$ cat src/rtl/therm_pkg.sv
package therm_pkg;

  // Heater path selection; the encoding is visible on the sel_red port.
  typedef enum logic {
    PATH_NOM = 1'b0,
    PATH_RED = 1'b1
  } path_e;

  // Set/clear latch for command pulses; the clear pulse has priority.
  function automatic logic latch_cmd(input logic cur, input logic set, input logic clr);
    return clr ? 1'b0 : (set ? 1'b1 : cur);
  endfunction

endpackage

$ cat src/rtl/tl_median3.sv
module tl_median3 #(
  parameter int TW = 8
) (
  input  logic [TW-1:0] a,
  input  logic [TW-1:0] b,
  input  logic [TW-1:0] c,
  output logic [TW-1:0] med
);
  logic [TW-1:0] lo_ab, hi_ab, hi_lo;

  // median = max(min(a,b), min(max(a,b), c))
  always_comb begin
    lo_ab = (a < b) ? a : b;
    hi_ab = (a < b) ? b : a;
    hi_lo = (hi_ab < c) ? hi_ab : c;
    med   = (lo_ab > hi_lo) ? lo_ab : hi_lo;
  end
endmodule

$ cat src/rtl/tl_hyst.sv
module tl_hyst #(
  parameter int TW     = 8,
  parameter int LO_THR = 100,
  parameter int HI_THR = 140
) (
  input  logic          clk,
  input  logic          rst,
  input  logic          en,
  input  logic [TW-1:0] med,
  output logic          dem_nxt
);
  localparam logic [TW-1:0] LO_T = TW'(LO_THR);
  localparam logic [TW-1:0] HI_T = TW'(HI_THR);

  logic dem_q;

  always_comb begin
    if (!en)             dem_nxt = 1'b0;
    else if (med < LO_T) dem_nxt = 1'b1;
    else if (med > HI_T) dem_nxt = 1'b0;
    else                 dem_nxt = dem_q;
  end

  always_ff @(posedge clk) begin
    if (rst) dem_q <= 1'b0;
    else     dem_q <= dem_nxt;
  end
endmodule

$ cat src/rtl/tl_path_sel.sv
module tl_path_sel
  import therm_pkg::*;
#(
  parameter bit REVERT_EN = 1'b0
) (
  input  logic  clk,
  input  logic  rst,
  input  logic  line_on,
  input  logic  mon_on,
  input  logic  flt,
  output path_e sel_nxt,
  output path_e sel_q
);
  always_comb begin
    sel_nxt = sel_q;
    if (line_on && mon_on) begin
      if (flt)            sel_nxt = PATH_RED;
      else if (REVERT_EN) sel_nxt = PATH_NOM;
    end
  end

  always_ff @(posedge clk) begin
    if (rst) sel_q <= PATH_NOM;
    else     sel_q <= sel_nxt;
  end
endmodule

$ cat src/rtl/therm_line_ctrl.sv
module therm_line_ctrl
  import therm_pkg::*;
#(
  parameter int TW        = 8,
  parameter int LO_THR    = 100,
  parameter int HI_THR    = 140,
  parameter bit REVERT_EN = 1'b0
) (
  input  logic          clk,
  input  logic          rst,
  input  logic [TW-1:0] t_a,
  input  logic [TW-1:0] t_b,
  input  logic [TW-1:0] t_c,
  input  logic          cmd_line_on,
  input  logic          cmd_line_off,
  input  logic          cmd_mon_on,
  input  logic          cmd_mon_off,
  input  logic          flt_nom,
  output logic          heat_nom,
  output logic          heat_red,
  output logic          line_en,
  output logic          mon_en,
  output logic          sel_red,
  output logic [2:0]    sens_flt
);
  localparam int NS = 3;
  localparam logic [TW-1:0] CODE_MAX = {TW{1'b1}};

  logic [TW-1:0] samp [NS];
  logic [TW-1:0] med_w;
  logic          line_nxt, dem_nxt;
  path_e         sel_nxt, sel_q;

  assign samp[0] = t_a;
  assign samp[1] = t_b;
  assign samp[2] = t_c;

  tl_median3 #(.TW(TW)) u_med (
    .a(t_a), .b(t_b), .c(t_c), .med(med_w)
  );

  assign line_nxt = latch_cmd(line_en, cmd_line_on, cmd_line_off);

  tl_hyst #(.TW(TW), .LO_THR(LO_THR), .HI_THR(HI_THR)) u_hyst (
    .clk(clk), .rst(rst), .en(line_nxt), .med(med_w), .dem_nxt(dem_nxt)
  );

  tl_path_sel #(.REVERT_EN(REVERT_EN)) u_sel (
    .clk(clk), .rst(rst), .line_on(line_nxt), .mon_on(mon_en),
    .flt(flt_nom), .sel_nxt(sel_nxt), .sel_q(sel_q)
  );

  assign sel_red = (sel_q == PATH_RED);

  always_ff @(posedge clk) begin
    if (rst) begin
      line_en  <= 1'b0;
      mon_en   <= 1'b0;
      heat_nom <= 1'b0;
      heat_red <= 1'b0;
    end else begin
      line_en  <= line_nxt;
      mon_en   <= latch_cmd(mon_en, cmd_mon_on, cmd_mon_off);
      heat_nom <= dem_nxt && (sel_nxt == PATH_NOM);
      heat_red <= dem_nxt && (sel_nxt == PATH_RED);
    end
  end

  for (genvar i = 0; i < NS; i++) begin : g_sflt
    always_ff @(posedge clk) begin
      if (rst) sens_flt[i] <= 1'b0;
      else     sens_flt[i] <= (samp[i] == '0) || (samp[i] == CODE_MAX);
    end
  end
endmodule

$ cat config.mk
export PLATFORM = sky130hd
export DESIGN_NAME = therm_line_ctrl
export DESIGN_NICKNAME = d
export VERILOG_FILES = /design/src/rtl/therm_pkg.sv /design/src/rtl/tl_median3.sv /design/src/rtl/tl_hyst.sv /design/src/rtl/tl_path_sel.sv /design/src/rtl/therm_line_ctrl.sv
export SDC_FILE = /design/constraint.sdc
export NUM_CORES = 1
export LEC_CHECK = 0
export CORE_AREA = 2 2 59 61
export DETAILED_ROUTE_END_ITERATION = 6
export DIE_AREA = 0 0 61 63
export GPL_ROUTABILITY_DRIVEN = 0
export PLACE_DENSITY = 0.81
export SYNTH_ARGS = -nofsm -noshare
export SYNTH_HDL_FRONTEND = slang
export SYNTH_SLANG_ARGS = --single-unit
$ cat constraint.sdc
create_clock -name clk -period 10.1 [get_ports clk]
set_clock_uncertainty 0.15 [all_clocks]
set_input_delay 3.03 -clock clk [delete_from_list [all_inputs] [get_ports clk]]
set_output_delay 3.03 -clock clk [all_outputs]
set_load 0.005 [all_outputs]
==> reports/results.md <==
* register — Critical Path End Type
* 0.0722 mV — VDD IR-drop max
* 0 — antenna cells
* 0.000126 W — cell internal pwr
* 0.255 — global-route usage over all layers
* 311 — Layout fillers
* 7.57 mm — wire length of the first global-routing pass
* 4.53 mm — Routed WL
* 0 — Yosys warning total
* done — clock tree from TritonCTS
* 0 — number of routed nets with antenna violations
* 1 — CTS HTree Levels
* 28.6% — Layout Area Growth over Synthesis
* 0.54 ns — stage delay of the slowest cell on the critical path
* 3 — CTS buffer count
* 0 — Residual DRC
* 180 µm² — area used by sequential logic in the layout
* 0.848 nW — leakage power of the design
* 0 — quantity of gates resized following cts
* 9.37 ns — minimum clock period after layout
* t_b[6] — launching element of the worst setup path
* 25 — largest fanout on the critical path
* 0.00323 mm² — Floorplan Core Area
* 0.730 — combinational cell fraction of total power
* u_hyst.dem_q — FF-to-FF Start
* heat_red — R2R Path End
* 0.509 ns — Worst Tran Pin Value
* 5 — length in cells of the worst reg-to-reg path
* 0 — number of enable flip-flop cells after synthesis
* 0 — Final Max Slew Viols
* 0 — number of max-cap violations
* 117 — 1st-iter DRT viols
* 0 ns — Setup Total Neg Slack
* clkdlybuf4s50_1 > inv_1 > ha_1 > a21o_1 > a221oi_1 > o31ai_2 > buf_4 > o21ai_0 > ha_1 > a2111oi_0 > o21ai_0 > nand2_1 > o22ai_2 > nor2_4 > mux2i_1 > ha_1 > a21o_1 > a21oi_1 > o211ai_1 > and2_1 > o41a_1 > o221ai_1 > a311oi_1 > a2111oi_2 — cells along the critical path
* heat_red — last element of the critical path
* clkdlybuf4s50_1 — CP max-delay cell
* 258 — syn_nets
* 39 — I/O Pins
* 9 — total of flip-flops plus latches after synthesis
* 1765 — routed via count
* 3.70 mm — placed wire-length estimate
* 0.116 — sequential share of the synthesized area
* 15.7 µm — average routed wire per standard cell
* 0.00198 mm² — Placed Instance Area
* 0 — async set-or-reset flop fraction in the synthesized netlist
* 0.00384 mm² — die area
* 0 — number of post-CTS setup repair buffers
* 0.000117 W — power dissipated by switching net loads
* clkbuf_4 — clock tree root driver cell
* 205 — number of instances in the synthesized netlist
* false — setup repair after global routing missed its margin
* 21 — row count
* 297 — final net count
* ha_1 — cell with the most instances on the worst path
* 47 — Distinct cells, synth
* 2 — Max Root-Sink Buffers
* 0.26 ns — Clk Latency, worst-skew pair
* register to register — classification of the worst-slack hold path
* 63 µm — die height
* 122 mW/mm² — power density relative to cell area
* 6.11 — detail-routed via count per cell
* 0 — Fin. Hold Viols
* 38 — number of input and output port buffers inserted
* 10.10 ns — data required time at the worst endpoint
* 0 — sum of overflow across all layers after global routing
* dfxtp_1 — most frequently used flop master after synthesis
* 0.482 — starting density of the core
* 0.658 — worst relative slew slack
* 0.00200 mm² — post-route standard cell area excluding fillers
* input port — CP Launch Type
* 0.00156 mm² — Synth Cell Area
* 26 — maximum number of pins on one net before global-route repair
* 0.927 — final cycle utilization of the critical path
* input port to register — class of the most critical setup path
* 0.113 — clock share of power
* 0.157 — Seq pwr share
* 9 — clock sink count
* 61 µm — Die Wd
* 9.37 ns — crit path DAT
* 1715 — via count of the first global-routing pass
* 0.00129 mm² — footprint of the multi-input gates
* 0.482 — switching part of the total power
* completed — status
* 0 — number of antenna violations at the first check in global routing
* 7.60 µm² — Avg Inst Size Synth
* 0 — number of buffers added to fix hold violations after cts
* 4 — number of optimization iterations in the first detailed-route pass
* 8.35 ns — reg2reg setup slack
* 0.06 ns — Clk pin slew, worst setup/hold paths
* 0.0947 — fraction of final layout cells sized beyond drive strength 1
* 0 — # setup viols final
* 107 MHz — achievable frequency
## registers in the layout (all words and copies together), names as in the netlist
signal / count
u_hyst.dem_q: 1
sens_flt: 3
u_sel.sel_q: 1
line_en: 1
heat_red: 1
heat_nom: 1
mon_en: 1
## synthesized netlist by cell type, types with 2 or more instances
cell type  number  area, µm²
a21o_1          5       37.5
mux2_2          6       67.6
nor2_1         23       86.3
a311oi_1        2       17.5
nand3_1         5       25.0
o311ai_2        2       32.5
inv_1          16       60.1
nand4_1         6       37.5
dfxtp_1         9        180
and3_1          2       12.5
ha_1           22        275
a21oi_1         5       25.0
nor3_1          7       35.0
mux2i_1         8       80.1
o21ai_0        12       60.1
nand2_1        26       97.6
o221ai_1        3       26.3
clkbuf_1        4       15.0
o211ai_1        5       37.5
nor4_1          3       18.8
a211oi_1        2       15.0
a31oi_1         7       43.8
## worst max-delay path: cells and delay by family
kind	cells	cell delay, ns
AO/OA/AOI/OAI	14	3.51
buffers and inverters	3	0.87
adder cells (fa/ha/maj)	3	0.87
AND/OR/NAND/NOR	3	0.82
multiplexers	1	0.26
## through the flow
stage                     utilization  hold WS, ns  total power, W  cells  setup WS (ns)
final                           0.620        0.360        0.000244    289          0.732
after detailed placement        0.612        0.347        0.000213    285          0.507
after floorplan                     -        0.345        0.000167    205           1.28
after global placement          0.612        0.343        0.000210    285          0.741
after CTS                       0.620        0.365        0.000241    289          0.747
after global routing            0.620        0.393        0.000266    289          0.142
## layer usage
metal / GRT usage / vias up / wire [µm] / part of all wire
li1: - / 858 / - / -
met1: 0.317 / 791 / 1800 / 0.40
met2: 0.411 / 94 / 2170 / 0.48
met3: 0.0248 / 22 / 407 / 0.090
met4: 0.149 / 0 / 155 / 0.034
met5: 0 / - / 0 / 0
## power groups by stage
| stage | clock network (W) | logic (W) | registers [W] |
|---|---|---|---|
| 6_report | 0.0000275 | 0.000178 | 0.0000384 |
| 5_1_grt | 0.0000304 | 0.000197 | 0.0000385 |
| 4_1_cts | 0.0000282 | 0.000175 | 0.0000383 |
| 3_5_place_dp | 0 | 0.000174 | 0.0000390 |
| 3_3_place_gp | 0 | 0.000171 | 0.0000391 |
| 2_1_floorplan | 0 | 0.000128 | 0.0000389 |
## worst min-delay path by stage
stage | start | endpoint | slack (ns) | cells past startpoint
6_report | mon_en | mon_en | 0.36 | 2
5_1_grt | mon_en | mon_en | 0.39 | 2
4_1_cts | mon_en | mon_en | 0.37 | 2
3_5_place_dp | u_sel.sel_q | u_sel.sel_q | 0.35 | 2
3_3_place_gp | u_sel.sel_q | u_sel.sel_q | 0.34 | 2
2_1_floorplan | mon_en | mon_en | 0.34 | 2
## final cells by class
class / instances / area share
Clock buffer: 4 / 0.0131
Inverter: 16 / 0.0300
Multi-Input combinational cell: 175 / 0.645
Sequential cell: 9 / 0.0899
Tap cell: 46 / 0.0287
Timing Repair Buffer: 39 / 0.194
## cell families (layout without fill, tap and decap cells)
kind of cell	after synthesis	count (layout)	synth area share
mux	14	14	0.0948
fa+ha+maj	22	22	0.177
buf+inv	21	59	0.0554
flops	9	9	0.116
compound gates	59	59	0.305
simple gates	80	80	0.252
## cell usage in the layout, fill, tap and decap left out, types with 2 or more instances in the layout
cell             Yosys  final
a211oi_1             2      2
a21o_1               5      5
a21oi_1              5      5
a311oi_1             2      2
a31oi_1              7      7
and3_1               2      2
clkbuf_4             0      3
clkdlybuf4s50_1      0     38
dfxtp_1              9      9
ha_1                22     22
inv_1               16     16
mux2_2               6      6
mux2i_1              8      8
nand2_1             26     26
nand3_1              5      5
nand4_1              6      6
nor2_1              23     23
nor3_1               7      7
nor4_1               3      3
o211ai_1             5      5
o21ai_0             12     12
o221ai_1             3      3
o311ai_2             2      2
No activity file was read; power rests on OpenSTA's default activity.
